$ cat config.mk
export PLATFORM = sky130hd
export DESIGN_NAME = dual_uart_port
export DESIGN_NICKNAME = d
export VERILOG_FILES = /design/src/rtl/duart_pkg.sv /design/src/rtl/duart_tx.sv /design/src/rtl/duart_rx.sv /design/src/rtl/dual_uart_port.sv
export SDC_FILE = /design/constraint.sdc
export NUM_CORES = 1
export LEC_CHECK = 0
export BUFFER_PORTS_ARGS = -buffer_cell sky130_fd_sc_hd__buf_2
export CORE_ASPECT_RATIO = 1.75
export CORE_MARGIN = 1
export CORE_UTILIZATION = 44
export CTS_BUF_LIST = sky130_fd_sc_hd__clkbuf_4
export CTS_CLUSTER_DIAMETER = 60
export DETAILED_ROUTE_END_ITERATION = 7
export PLACE_DENSITY = 0.65
export SLEW_MARGIN = 0
export SYNTH_ARGS = -nofsm -noshare
export SYNTH_HDL_FRONTEND = slang
export SYNTH_HIERARCHICAL = 1
export SYNTH_SLANG_ARGS = --single-unit
$ cat constraint.sdc
create_clock -name clk -period 4.05 [get_ports clk]
set_input_delay 0.81 -clock clk [delete_from_list [all_inputs] [get_ports clk]]
set_output_delay 0.81 -clock clk [all_outputs]
set_load 0.03 [all_outputs]
$ cat src/rtl/duart_pkg.sv
package duart_pkg;
  // control register bit positions; software decodes these
  localparam int CTL_MODE  = 7;
  localparam int CTL_FIXED = 6;
  localparam int CTL_MCE   = 5;
  localparam int CTL_REN   = 4;
  localparam int CTL_TB8   = 3;
  localparam int CTL_RB8   = 2;
  localparam int CTL_TI    = 1;
  localparam int CTL_RI    = 0;

  typedef enum logic [1:0] {
    RX_IDLE,
    RX_START,
    RX_DATA,
    RX_STOP
  } rx_state_e;

  typedef struct packed {
    logic ninth;
    logic stop;
  } rx_tail_t;
endpackage

$ cat src/rtl/duart_tx.sv
module duart_tx #(
  parameter int OVERSAMPLE = 16,
  parameter int DATA_BITS  = 8
) (
  input  logic                 clk,
  input  logic                 rst_n,
  input  logic                 baud_tick,
  input  logic                 in_valid,
  input  logic [DATA_BITS-1:0] in_data,
  input  logic                 nine_bit,
  input  logic                 ninth_val,
  output logic                 in_ready,
  output logic                 txd,
  output logic                 done_pulse
);
  localparam int TW = $clog2(OVERSAMPLE);
  localparam int SW = DATA_BITS + 2;
  localparam int BW = $clog2(DATA_BITS + 3);

  logic          busy;
  logic          nine_q;
  logic [TW-1:0] tick_cnt;
  logic [BW-1:0] bit_idx;
  logic [BW-1:0] last_idx;
  logic [SW-1:0] shreg;
  logic          accept;

  assign accept   = in_valid && !busy;
  assign in_ready = !busy;
  // index 0 is start; data follows; last index is the stop bit
  assign last_idx = nine_q ? BW'(DATA_BITS + 2) : BW'(DATA_BITS + 1);

  always_ff @(posedge clk) begin
    if (!rst_n) begin
      busy       <= 1'b0;
      nine_q     <= 1'b0;
      tick_cnt   <= '0;
      bit_idx    <= '0;
      shreg      <= '1;
      txd        <= 1'b1;
      done_pulse <= 1'b0;
    end else begin
      done_pulse <= 1'b0;
      if (accept) begin
        busy     <= 1'b1;
        nine_q   <= nine_bit;
        tick_cnt <= '0;
        bit_idx  <= '0;
        txd      <= 1'b0;
        shreg    <= {1'b1, (nine_bit ? ninth_val : 1'b1), in_data};
      end else if (busy && baud_tick) begin
        if (tick_cnt == TW'(OVERSAMPLE - 1)) begin
          tick_cnt <= '0;
          if (bit_idx == last_idx) begin
            busy <= 1'b0;
            txd  <= 1'b1;
          end else begin
            txd     <= shreg[0];
            shreg   <= {1'b1, shreg[SW-1:1]};
            bit_idx <= bit_idx + BW'(1);
            if ((bit_idx + BW'(1)) == last_idx) done_pulse <= 1'b1;
          end
        end else begin
          tick_cnt <= tick_cnt + TW'(1);
        end
      end
    end
  end

  AST_TX_START_LOW: assert property (@(posedge clk) disable iff (!rst_n)
    accept |=> !txd);
  AST_TX_IDLE_HIGH: assert property (@(posedge clk) disable iff (!rst_n)
    !busy |-> txd);
  AST_TX_DONE_AT_STOP: assert property (@(posedge clk) disable iff (!rst_n)
    done_pulse |-> (busy && txd));
endmodule

$ cat src/rtl/duart_rx.sv
module duart_rx
  import duart_pkg::*;
#(
  parameter int OVERSAMPLE  = 16,
  parameter int DATA_BITS   = 8,
  parameter int SYNC_STAGES = 2
) (
  input  logic                 clk,
  input  logic                 rst_n,
  input  logic                 baud_tick,
  input  logic                 enable,
  input  logic                 nine_bit,
  input  logic                 rxd,
  output logic [DATA_BITS-1:0] out_data,
  output rx_tail_t             out_tail,
  output logic                 out_valid
);
  localparam int TW   = $clog2(OVERSAMPLE);
  localparam int BW   = $clog2(DATA_BITS + 2);
  localparam int HALF = OVERSAMPLE / 2 - 1;

  logic [SYNC_STAGES-1:0] sync_q;
  logic                   line;
  logic                   line_prev;
  rx_state_e              state;
  logic [TW-1:0]          tick_cnt;
  logic [BW-1:0]          bit_idx;
  logic [BW-1:0]          bits_last;
  logic [DATA_BITS:0]     shreg;
  logic                   nine_q;

  assign line      = sync_q[SYNC_STAGES-1];
  assign bits_last = nine_q ? BW'(DATA_BITS) : BW'(DATA_BITS - 1);

  always_ff @(posedge clk) begin
    if (!rst_n) begin
      sync_q    <= '1;
      line_prev <= 1'b1;
    end else begin
      sync_q    <= {sync_q[SYNC_STAGES-2:0], rxd};
      line_prev <= line;
    end
  end

  always_ff @(posedge clk) begin
    if (!rst_n) begin
      state     <= RX_IDLE;
      tick_cnt  <= '0;
      bit_idx   <= '0;
      shreg     <= '0;
      nine_q    <= 1'b0;
      out_data  <= '0;
      out_tail  <= '0;
      out_valid <= 1'b0;
    end else begin
      out_valid <= 1'b0;
      if (!enable) begin
        state <= RX_IDLE;
      end else begin
        unique case (state)
          RX_IDLE: begin
            if (line_prev && !line) begin
              state    <= RX_START;
              tick_cnt <= '0;
              nine_q   <= nine_bit;
            end
          end
          RX_START: begin
            if (baud_tick) begin
              if (tick_cnt == TW'(HALF)) begin
                tick_cnt <= '0;
                bit_idx  <= '0;
                state    <= line ? RX_IDLE : RX_DATA;
              end else begin
                tick_cnt <= tick_cnt + TW'(1);
              end
            end
          end
          RX_DATA: begin
            if (baud_tick) begin
              if (tick_cnt == TW'(OVERSAMPLE - 1)) begin
                tick_cnt <= '0;
                shreg    <= {line, shreg[DATA_BITS:1]};
                bit_idx  <= bit_idx + BW'(1);
                if (bit_idx == bits_last) state <= RX_STOP;
              end else begin
                tick_cnt <= tick_cnt + TW'(1);
              end
            end
          end
          RX_STOP: begin
            if (baud_tick) begin
              if (tick_cnt == TW'(OVERSAMPLE - 1)) begin
                out_valid      <= 1'b1;
                out_data       <= nine_q ? shreg[DATA_BITS-1:0] : shreg[DATA_BITS:1];
                out_tail.ninth <= nine_q ? shreg[DATA_BITS] : 1'b0;
                out_tail.stop  <= line;
                state          <= RX_IDLE;
              end else begin
                tick_cnt <= tick_cnt + TW'(1);
              end
            end
          end
          default: state <= RX_IDLE;
        endcase
      end
    end
  end

  AST_RX_OFF_IDLE: assert property (@(posedge clk) disable iff (!rst_n)
    !enable |=> (state == RX_IDLE));
  AST_RX_DONE_FROM_STOP: assert property (@(posedge clk) disable iff (!rst_n)
    $rose(out_valid) |-> ($past(state) == RX_STOP));
endmodule

$ cat src/rtl/dual_uart_port.sv
module dual_uart_port
  import duart_pkg::*;
#(
  parameter int OVERSAMPLE  = 16,
  parameter int DATA_BITS   = 8,
  parameter int SYNC_STAGES = 2
) (
  input  logic                 clk,
  input  logic                 rst_n,
  input  logic                 reg_we,
  input  logic [7:0]           reg_wdata,
  output logic [7:0]           reg_rdata,
  input  logic                 tx_valid,
  input  logic [DATA_BITS-1:0] tx_data,
  output logic                 tx_ready,
  output logic [DATA_BITS-1:0] rx_data,
  input  logic                 baud_tick,
  output logic                 txd,
  input  logic                 rxd,
  output logic                 irq
);
  logic mode_q, mce_q, ren_q, tb8_q, rb8_q, ti_q, ri_q;
  logic [DATA_BITS-1:0] rx_data_q;
  logic tx_done;
  logic rx_valid;
  logic [DATA_BITS-1:0] rx_byte;
  rx_tail_t rx_tail;
  logic rx_report;
  logic unused_fixed_bit;

  assign unused_fixed_bit = reg_wdata[CTL_FIXED];

  duart_tx #(.OVERSAMPLE(OVERSAMPLE), .DATA_BITS(DATA_BITS)) i_tx (
    .clk(clk), .rst_n(rst_n), .baud_tick(baud_tick),
    .in_valid(tx_valid), .in_data(tx_data),
    .nine_bit(mode_q), .ninth_val(tb8_q),
    .in_ready(tx_ready), .txd(txd), .done_pulse(tx_done)
  );

  duart_rx #(.OVERSAMPLE(OVERSAMPLE), .DATA_BITS(DATA_BITS), .SYNC_STAGES(SYNC_STAGES)) i_rx (
    .clk(clk), .rst_n(rst_n), .baud_tick(baud_tick),
    .enable(ren_q), .nine_bit(mode_q), .rxd(rxd),
    .out_data(rx_byte), .out_tail(rx_tail), .out_valid(rx_valid)
  );

  // filter: stop-bit check in 8-bit mode, address bit in 9-bit mode
  assign rx_report = rx_valid && (!mce_q || (mode_q ? rx_tail.ninth : rx_tail.stop));

  always_ff @(posedge clk) begin
    if (!rst_n) begin
      mode_q    <= 1'b0;
      mce_q     <= 1'b0;
      ren_q     <= 1'b0;
      tb8_q     <= 1'b0;
      rb8_q     <= 1'b0;
      ti_q      <= 1'b0;
      ri_q      <= 1'b0;
      rx_data_q <= '0;
    end else begin
      if (reg_we) begin
        mode_q <= reg_wdata[CTL_MODE];
        mce_q  <= reg_wdata[CTL_MCE];
        ren_q  <= reg_wdata[CTL_REN];
        tb8_q  <= reg_wdata[CTL_TB8];
        rb8_q  <= reg_wdata[CTL_RB8];
        ti_q   <= reg_wdata[CTL_TI];
        ri_q   <= reg_wdata[CTL_RI];
      end
      if (tx_done) ti_q <= 1'b1;
      if (rx_report) begin
        ri_q      <= 1'b1;
        rb8_q     <= mode_q ? rx_tail.ninth : rx_tail.stop;
        rx_data_q <= rx_byte;
      end
    end
  end

  assign reg_rdata = {mode_q, 1'b1, mce_q, ren_q, tb8_q, rb8_q, ti_q, ri_q};
  assign rx_data   = rx_data_q;
  assign irq       = ti_q | ri_q;

  AST_TI_STICKY: assert property (@(posedge clk) disable iff (!rst_n)
    (ti_q && !(reg_we && !reg_wdata[CTL_TI])) |=> ti_q);
  AST_RI_STICKY: assert property (@(posedge clk) disable iff (!rst_n)
    (ri_q && !(reg_we && !reg_wdata[CTL_RI])) |=> ri_q);
  AST_STOP_FILTER: assert property (@(posedge clk) disable iff (!rst_n)
    (rx_valid && !mode_q && mce_q && !rx_tail.stop && !reg_we) |=> ($stable(ri_q) && $stable(rx_data_q)));
  AST_ADDR_FILTER: assert property (@(posedge clk) disable iff (!rst_n)
    (rx_valid && mode_q && mce_q && !rx_tail.ninth && !reg_we) |=> ($stable(ri_q) && $stable(rx_data_q)));
endmodule

==> results of run 1 <==
[per-stage QoR]
step,hold WS [ps],utilization,total power (uW)
4_1_cts,425.8,0.4815,1254
2_1_floorplan,386.3,-,796.4
3_5_place_dp,399.5,0.4639,817.0
5_1_grt,453.9,0.4815,1296
3_3_place_gp,392.4,0.4639,814.3
6_report,419.8,0.4815,1234
[worst paths after layout]
| path | startpoint | to |
|---|---|---|
| worst max-delay path | mce_q | reg_rdata[5] |
| worst min-delay path | i_rx/sync_q[0] | i_rx/sync_q[1] |
| worst max register to register | i_tx/tick_cnt[0] | i_tx/bit_idx[2] |
| worst min register to register | i_rx/sync_q[0] | i_rx/sync_q[1] |
[synthesized netlist by cell type, types with 2 or more instances]
master / count
dfxtp_1: 70
or3_1: 3
a21oi_1: 27
nor3b_1: 2
xnor2_1: 5
or3b_1: 2
and3b_1: 9
ha_1: 4
nand2b_1: 4
xor2_1: 3
nand3_1: 27
a211oi_1: 11
o21ai_0: 19
or2_2: 2
o211ai_1: 13
mux2i_1: 14
mux2_2: 3
a21oi_2: 2
a31oi_1: 12
nor2_1: 26
clkbuf_1: 10
buf_4: 12
nor3_1: 4
nand2_1: 29
inv_1: 8
buf_6: 2
nand4_1: 13
o21a_1: 4
buf_2: 9
nand3b_1: 2
and3_1: 3
nor2b_1: 6
[kinds of logic after synthesis]
kind of cell	after synthesis	synth area share
adder cells (fa/ha/maj)	4	0.01471
other	1	0.001102
flip-flops	70	0.4119
AND/OR/NAND/NOR	140	0.2218
XOR/XNOR	8	0.02060
AO/OA/AOI/OAI	102	0.1920
buffers and inverters	44	0.07576
multiplexers	19	0.06215
[layer usage]
layer / track usage / up-vias / wire length [um] / part of all wire
li1: - / 1434 / - / -
met1: 0.1962 / 1376 / 2921 / 0.43
met2: 0.3180 / 54 / 3496 / 0.52
met3: 0.04247 / 12 / 204 / 0.030
met4: 0.08724 / 0 / 132 / 0.020
met5: 0 / - / 0 / 0
[power groups by stage]
| stage | logic (uW) | clock network (uW) | registers, uW |
|---|---|---|---|
| after floorplan | 69.9 | 0 | 726 |
| after global placement | 83.8 | 0 | 731 |
| after detailed placement | 85.8 | 0 | 731 |
| after CTS | 85.9 | 453 | 716 |
| after global routing | 94.4 | 483 | 718 |
| final | 84.8 | 434 | 715 |
[state kept, by name, summed over array words and instances, names as in the netlist, 2 cells and up, named ones only]
register and count:
i_tx/shreg 9, i_rx/bit_idx 4, rx_data 8, i_rx/out_data 8
i_rx/shreg 9, i_tx/bit_idx 4, i_rx/sync_q 2, i_rx/tick_cnt 4
i_rx/out_tail 2, i_tx/tick_cnt 4
[cell type report]
type / instances / area [um^2] / share of cell area
Tap cell: 88 / 110.1 / 0.03043
Inverter: 9 / 33.78 / 0.009336
Clock buffer: 11 / 82.58 / 0.02282
Multi-Input combinational cell: 274 / 1743 / 0.4817
Clock inverter: 5 / 50.05 / 0.01383
Sequential cell: 70 / 1401 / 0.3873
Timing Repair Buffer: 39 / 197.7 / 0.05463
==> impl_metrics.toml, run 1 <==
[power_and_ir_drop]
ir_worst_vdd_mv = 0.1191
p_int_uw = 931.2
clkPwrFrac = 0.352
p_sw_uw = 302.8
pwr-share-comb = 0.069
power.density_mw_per_mm2 = 341.0
p_seq_frac = 0.580
switching_share = 0.2454
leakagePower_uw = 0.001322

[finish]
drive_above_1_share = 0.1716
fin_cells = 496
final_common_cell = "dfxtp_1"
nets = 429
fillers = 760
syn_to_final_growth_pct = 6.363
num_antenna_cells = 0
layout_common_cells = "70 x dfxtp_1, 38 x buf_2, 29 x nand2_1, 27 x a21oi_1, 27 x nand3_1"
design_area_mm2 = 0.003618

[floorplanning]
core-area_mm2 = 0.007515
initial_utilization = 0.4527
die_w_um = 68.47
rows = 42
fp.dieArea_mm2 = 0.008101
dieHeight_um = 118.3
pin_count = 41

[global_route]
grt_start_max_net_pins = 52
grt_pass1_wl_um = 11420
grt_use_total = 0.1827
grt_pass1_vias = 2601
grt_antenna_before_repair = 0
gr-total-overflow = 0

[logic_synthesis]
ys_ff_latch = 70
synth_area_mm2 = 0.003402
yosysTopAreaCell = "dfxtp_1"
syn_area_per_cell_um2 = 8.768
synth_ff_type = "dfxtp_1"
postSynthNetCount = 414
syn_inst = 388
synth_edf_count = 0
yosys-top-cells-area = "dfxtp_1 41%, mux2i_1 4.1%, a21oi_1 4.0%, nand3_1 4.0%, nand2_1 3.2%"
async_flop_share = 0
ys_seq_area_frac = 0.4119
ys_types = 60
synth_warnings = 6
yosysTopAreaCellShare = 0.4119

[sta]
setup_tns_ps = 0
finalCritPeriodShare = 0.5201
fin_skew_ps = 13.99
maxSlewHeadroom = 0.3548
hold_viol_final = 0
final-setup-viol-count = 0
fmax_ghz = 0.4748
slew_viol_final = 0
fin_ws_ps = 1944
rsz0062_at_grt = "no"
fin_crit_ps = 2106
worst_pin_slew_ps = 964.3

[drt]
drt_iter0_markers = 243
dr.pass1.iters = 4
num_vias = 2876
route.final.wire_length_um = 6754
ant_nets = 0
viasPerCell = 5.798
remaining_drc_errors = 0
wl_per_cell_um = 13.62

[setup_path]
crit_chain = "buf_2"
reg2reg_depth = 5
path_delay_family = "flip-flops"
cp-end-kind = "primary output"
cp_slowest_cell = "dfxtp_1"
crit_fanout = 12
reg2reg_slack_ps = 2100
worstPathArrival_ps = 1300
critPathMaxStageDelay_ps = 610
cp-start-kind = "flip-flop"
worstSetupPathType = "reg2out"
cp_num_buf_inv = 1
required_ps = 3240
path_depth = 1

[run_status]
status = "completed"

[placement]
gp_congestion = 0.7540
numPlacedInstances = 480
io_buffers = 38
dp_hpwl_um = 4754
place_area_mm2 = 0.003486
place_ws_ps = 1572

[clock_network]
cts_setup_buffers = 0
cts_resized = 0
h-tree-depth = 3
root_buffer = "clkbuf_4"
ctsHoldBuffers = 0
cts_tree = "built"
clkSinkCount = 70
clkLatencyLatePin_ps = 410
clock_path_buffers = 2
cts-buffers-inserted = 9
clkTransAtPathRegs_ps = 110

[worst_hold_path]
hold_depth = 1
holdCritPathClass = "reg2reg"

[job]
cap_viol_max_count = 0
Note: power is estimated with default switching activity, not from simulation.
==> run 2: changes to the inputs <==
PLACE_DENSITY = 0.68   (was 0.65)
clock period = 1.8 ns   (was 4.05 ns; I/O delays follow)
==> impl_metrics.toml, run 2 (synthesis results as in run 1) <==
[setup_path]
worstPathArrival_ps = 2080
reg2reg_depth = 5
worstSetupPathType = "reg2reg"
cp_num_buf_inv = 0
cp-start-kind = "flip-flop"
cp_slowest_cell = "a311o_1"
critPathMaxStageDelay_ps = 420
path_depth = 5
crit_fanout = 6
path_delay_family = "compound AO/OA/AOI/OAI gates"
cp-end-kind = "flip-flop"
crit_chain = "ha_1, nand4_2, a311o_1, a21oi_2, mux2_2"
required_ps = 2170

[finish]
nets = 453
syn_to_final_growth_pct = 12.47
drive_above_1_share = 0.2176
fin_cells = 521
reg.largest.list = "i_rx/shreg: 9 flops, i_tx/shreg: 9 flops"
final_common_cell = "dfxtp_1"
layout_common_cells = "69 x dfxtp_1, 38 x buf_2, 29 x nand2_1, 27 x a21oi_1, 27 x nand3_1"

[clock_network]
clkLatencyLatePin_ps = 430
ctsHoldBuffers = 0
cts_setup_buffers = 0
clkSinkCount = 70
cts_tree = "built"
h-tree-depth = 3
clkTransAtPathRegs_ps = 100
clock_path_buffers = 2
cts_resized = 0
cts-buffers-inserted = 9
root_buffer = "clkbuf_4"

[sta]
slew_viol_final = 0
fin_skew_ps = 9.187
final-setup-viol-count = 0
hold_viol_final = 0
finalCritPeriodShare = 0.9471
rsz0062_at_grt = "no"
setup_tns_ps = 0
fmax_ghz = 0.5866
fin_crit_ps = 1705

[placement]
numPlacedInstances = 504
dp_hpwl_um = 5125
gp_congestion = 0.7977
io_buffers = 38

[drt]
ant_nets = 0
viasPerCell = 5.643
wl_per_cell_um = 13.62
remaining_drc_errors = 0
drt_iter0_markers = 183
route.final.wire_length_um = 7096
num_vias = 2940
dr.pass1.iters = 4

[worst_hold_path]
hold_depth = 2
holdCritPathClass = "in2reg"

[power_and_ir_drop]
leakagePower_uw = 0.001448
power.density_mw_per_mm2 = 770.6
p_total_uw = 2948
ir_worst_vdd_mv = 0.2967

[floorplanning]
core-area_mm2 = 0.007515
die_w_um = 68.47
dieHeight_um = 118.3
rows = 42
initial_utilization = 0.4527
pin_count = 41
fp.dieArea_mm2 = 0.008101

[global_route]
grt_start_max_net_pins = 23
grt_pass1_vias = 2670
grt_pass1_wl_um = 11500
grt_use_total = 0.1876
gr-total-overflow = 0
grt_antenna_before_repair = 1

[run_status]
status = "completed"

[job]
cap_viol_max_count = 0
[run 2: changes by cell type in the layout (fill, tap and decap cells not counted)]
cell       previous run  this run
buf_4                 1        25
bufinv_16             1         2
clkinv_1              1         2
clkinv_2              4         2
dfxtp_1              70        69
dfxtp_2               0         1
diode_2               0         1
[run 2: worst paths after layout]
path / startpoint / endpoint / slack (ps)
min: rxd / i_rx/sync_q[0] / 110
min reg2reg: i_rx/sync_q[0] / i_rx/sync_q[1] / 420
max reg2reg: i_rx/tick_cnt[0] / i_rx/tick_cnt[0] / 100
max: i_rx/tick_cnt[0] / i_rx/tick_cnt[0] / 100
[run 2: worst reg2reg max path, stage by stage, from the launching register on]
cell and delay, ps:
dfxtp_1 380, ha_1 290, nand4_2 190, a311o_1 420, a21oi_2 210, mux2_2 180
[run 2: metal layers]
layer	vias up	routed length, um	share of wire	GRT usage
met1	1397	2938	0.41	0.1883
met5	-	0	0	0
li1	1483	-	-	-
met2	44	3707	0.52	0.3266
met4	0	282	0.040	0.1263
met3	16	167	0.024	0.03764
[run 2: power by group]
part	internal [uW]	switching, uW
clock	586	537
sequential	1580	21.3
combinational	88.9	136
[run 2: area by class of cell]
class                   instances  area (um^2)
repair buffers                 63        377.9
multi-input cells             274         1743
well taps                      88        110.1
fillers                       745         3689
clock inverters                 5        73.82
inverters                       9        33.78
diodes                          1        2.502
clock buffers                  11        82.58
flip-flops and latches         70         1403
[run 2: through the flow]
step | setup WS (ps) | utilization | hold WS (ps) | cell area, um^2
after global placement | 167.6 | 0.4878 | 401.3 | 3666
after detailed placement | 104.5 | 0.4878 | 400.3 | 3666
after floorplan | 254.8 | - | 386.3 | 3402
final | 95.16 | 0.5092 | 114.6 | 3826
after CTS | 85.90 | 0.5087 | 95.15 | 3822
after global routing | 2.523 | 0.5092 | 96.03 | 3826
==> run 3: changes to the inputs <==
CELL_PAD_IN_SITES_DETAIL_PLACEMENT = 1   (was unset)
CELL_PAD_IN_SITES_GLOBAL_PLACEMENT = 1   (was unset)
CORE_UTILIZATION = 41   (was 44)
PLACE_DENSITY = 0.8   (was 0.68)
==> impl_metrics.toml, run 3 (synthesis results as in run 1) <==
[run_status]
status = "completed"

[floorplanning]
pin_count = 41
initial_utilization = 0.4272
dieHeight_um = 122.5
core-area_mm2 = 0.007963
fp.dieArea_mm2 = 0.008680
rows = 43
die_w_um = 70.86

[global_route]
grt_pass1_vias = 3167
grt_start_max_net_pins = 29
gr-total-overflow = 0
grt_antenna_before_repair = 0
grt_pass1_wl_um = 14610
grt_use_total = 0.2154

[sta]
maxSlewHeadroom = 0.6224
worst_pin_slew_ps = 554.6
rsz0062_at_grt = "no"
fin_skew_ps = 7.556
slew_viol_final = 0
hold_slack_ps = 114.6
fmax_ghz = 0.5782
hold_viol_final = 0
finalCritPeriodShare = 0.9608
setup_tns_ps = 0
final-setup-viol-count = 0
fin_crit_ps = 1729

[clock_network]
root_buffer = "clkbuf_4"
cts-buffers-inserted = 9
clock_path_buffers = 2
h-tree-depth = 3
clkSinkCount = 70
ctsHoldBuffers = 0
clkTransAtPathRegs_ps = 110
clkLatencyLatePin_ps = 430
cts_tree = "built"

[placement]
io_buffers = 38
gp_congestion = 0.7867
dp_hpwl_um = 6129
numPlacedInstances = 503

[worst_hold_path]
hold_depth = 2
hold_end = "i_rx/sync_q[0]"
min-delay-start = "rxd"
holdCritPathClass = "in2reg"

[drt]
remaining_drc_errors = 0
wl_per_cell_um = 16.64
route.final.wire_length_um = 8667
viasPerCell = 5.845
ant_nets = 0
drt_iter0_markers = 134
num_vias = 3045
dr.pass1.iters = 6

[setup_path]
cp_slowest_cell = "dfxtp_1"
path_depth = 2
required_ps = 1440
cp-start-kind = "flip-flop"
cp_num_buf_inv = 2
reg2reg_depth = 5
r2r_start = "i_rx/tick_cnt[0]"
worstSetupPathType = "reg2out"
path_delay_family = "flip-flops"
crit_fanout = 7
r2r-end = "i_rx/tick_cnt[0]"
worstPathArrival_ps = 1370
crit_chain = "buf_4, buf_2"
cp-end-kind = "primary output"
reg2reg_slack_ps = 110
critPathMaxStageDelay_ps = 540

[finish]
nets = 452
reg.largest.list = "i_rx/shreg: 9 flops, i_tx/shreg: 9 flops"
seq_area_mm2 = 0.001403
final_common_cell = "dfxtp_1"
multi_input_area_mm2 = 0.001747
layout_common_cells = "69 x dfxtp_1, 38 x buf_2, 29 x nand2_1, 27 x nand3_1"
fillers = 964
syn_to_final_growth_pct = 15.52
fin_cells = 521
num_antenna_cells = 0
drive_above_1_share = 0.2181

[power_and_ir_drop]
ir_worst_vdd_mv = 0.3544
power.density_mw_per_mm2 = 898.8
leakagePower_uw = 0.001486

[job]
cap_viol_max_count = 0
## run 3: changes by cell type in the layout (fill, tap and decap cells not counted)
cell       previous run  this run
buf_4                25        23
bufinv_16             2         6
a21oi_2               2         3
clkinv_2              2         0
a21oi_1              27        26
buf_12                0         1
clkbuf_4             11         9
diode_2               1         0
## run 3: area by class of cell
type,count,share of cell area
Timing Repair Buffer,62,0.09742
Clock inverter,7,0.04680
Inverter,9,0.008596
Tap cell,90,0.02865
Multi-Input combinational cell,274,0.4444
Sequential cell,70,0.3569
Clock buffer,9,0.01719
## run 3: worst max path at each step
| stage | startpoint | endpoint | slack [ps] |
|---|---|---|---|
| 2_1_floorplan | i_rx/tick_cnt[0] | i_rx/tick_cnt[0] | 250 |
| 3_3_place_gp | baud_tick | i_tx/bit_idx[0] | 160 |
| 3_5_place_dp | baud_tick | i_tx/bit_idx[0] | 120 |
| 4_1_cts | ren_q | reg_rdata[4] | 70 |
| 5_1_grt | i_rx/tick_cnt[0] | i_rx/tick_cnt[0] | 0.03 |
| 6_report | ren_q | reg_rdata[4] | 70 |
## run 3: routing by layer
metal  GRT usage  part of all wire
met5           0                 0
met4      0.1100             0.024
met3     0.03448             0.022
met2      0.4105              0.54
met1      0.2230              0.41
## run 3: timing repair
item	in CTS	in global routing
gates resized for setup	0	2
setup buffers	0	2
setup endpoints to repair	0	16
## run 3: where the power goes
group          total (uW)  switching, uW  leakage [uW]  internal (uW)
registers            1610           27.1      0.000569           1580
clock network        1700            584      0.000128           1120
logic                 224            140      0.000790           84.2
total                3530            751       0.00149           2780
## run 3: metrics by stage
step	total power (uW)	utilization	worst slack (ps)	area [um^2]
after floorplan	1792	-	254.8	3402
after global placement	1854	0.4579	157.6	3646
after detailed placement	1864	0.4579	123.5	3646
after CTS	3566	0.4895	65.18	3897
after global routing	3645	0.4936	0.02776	3930
final	3532	0.4936	70.52	3930
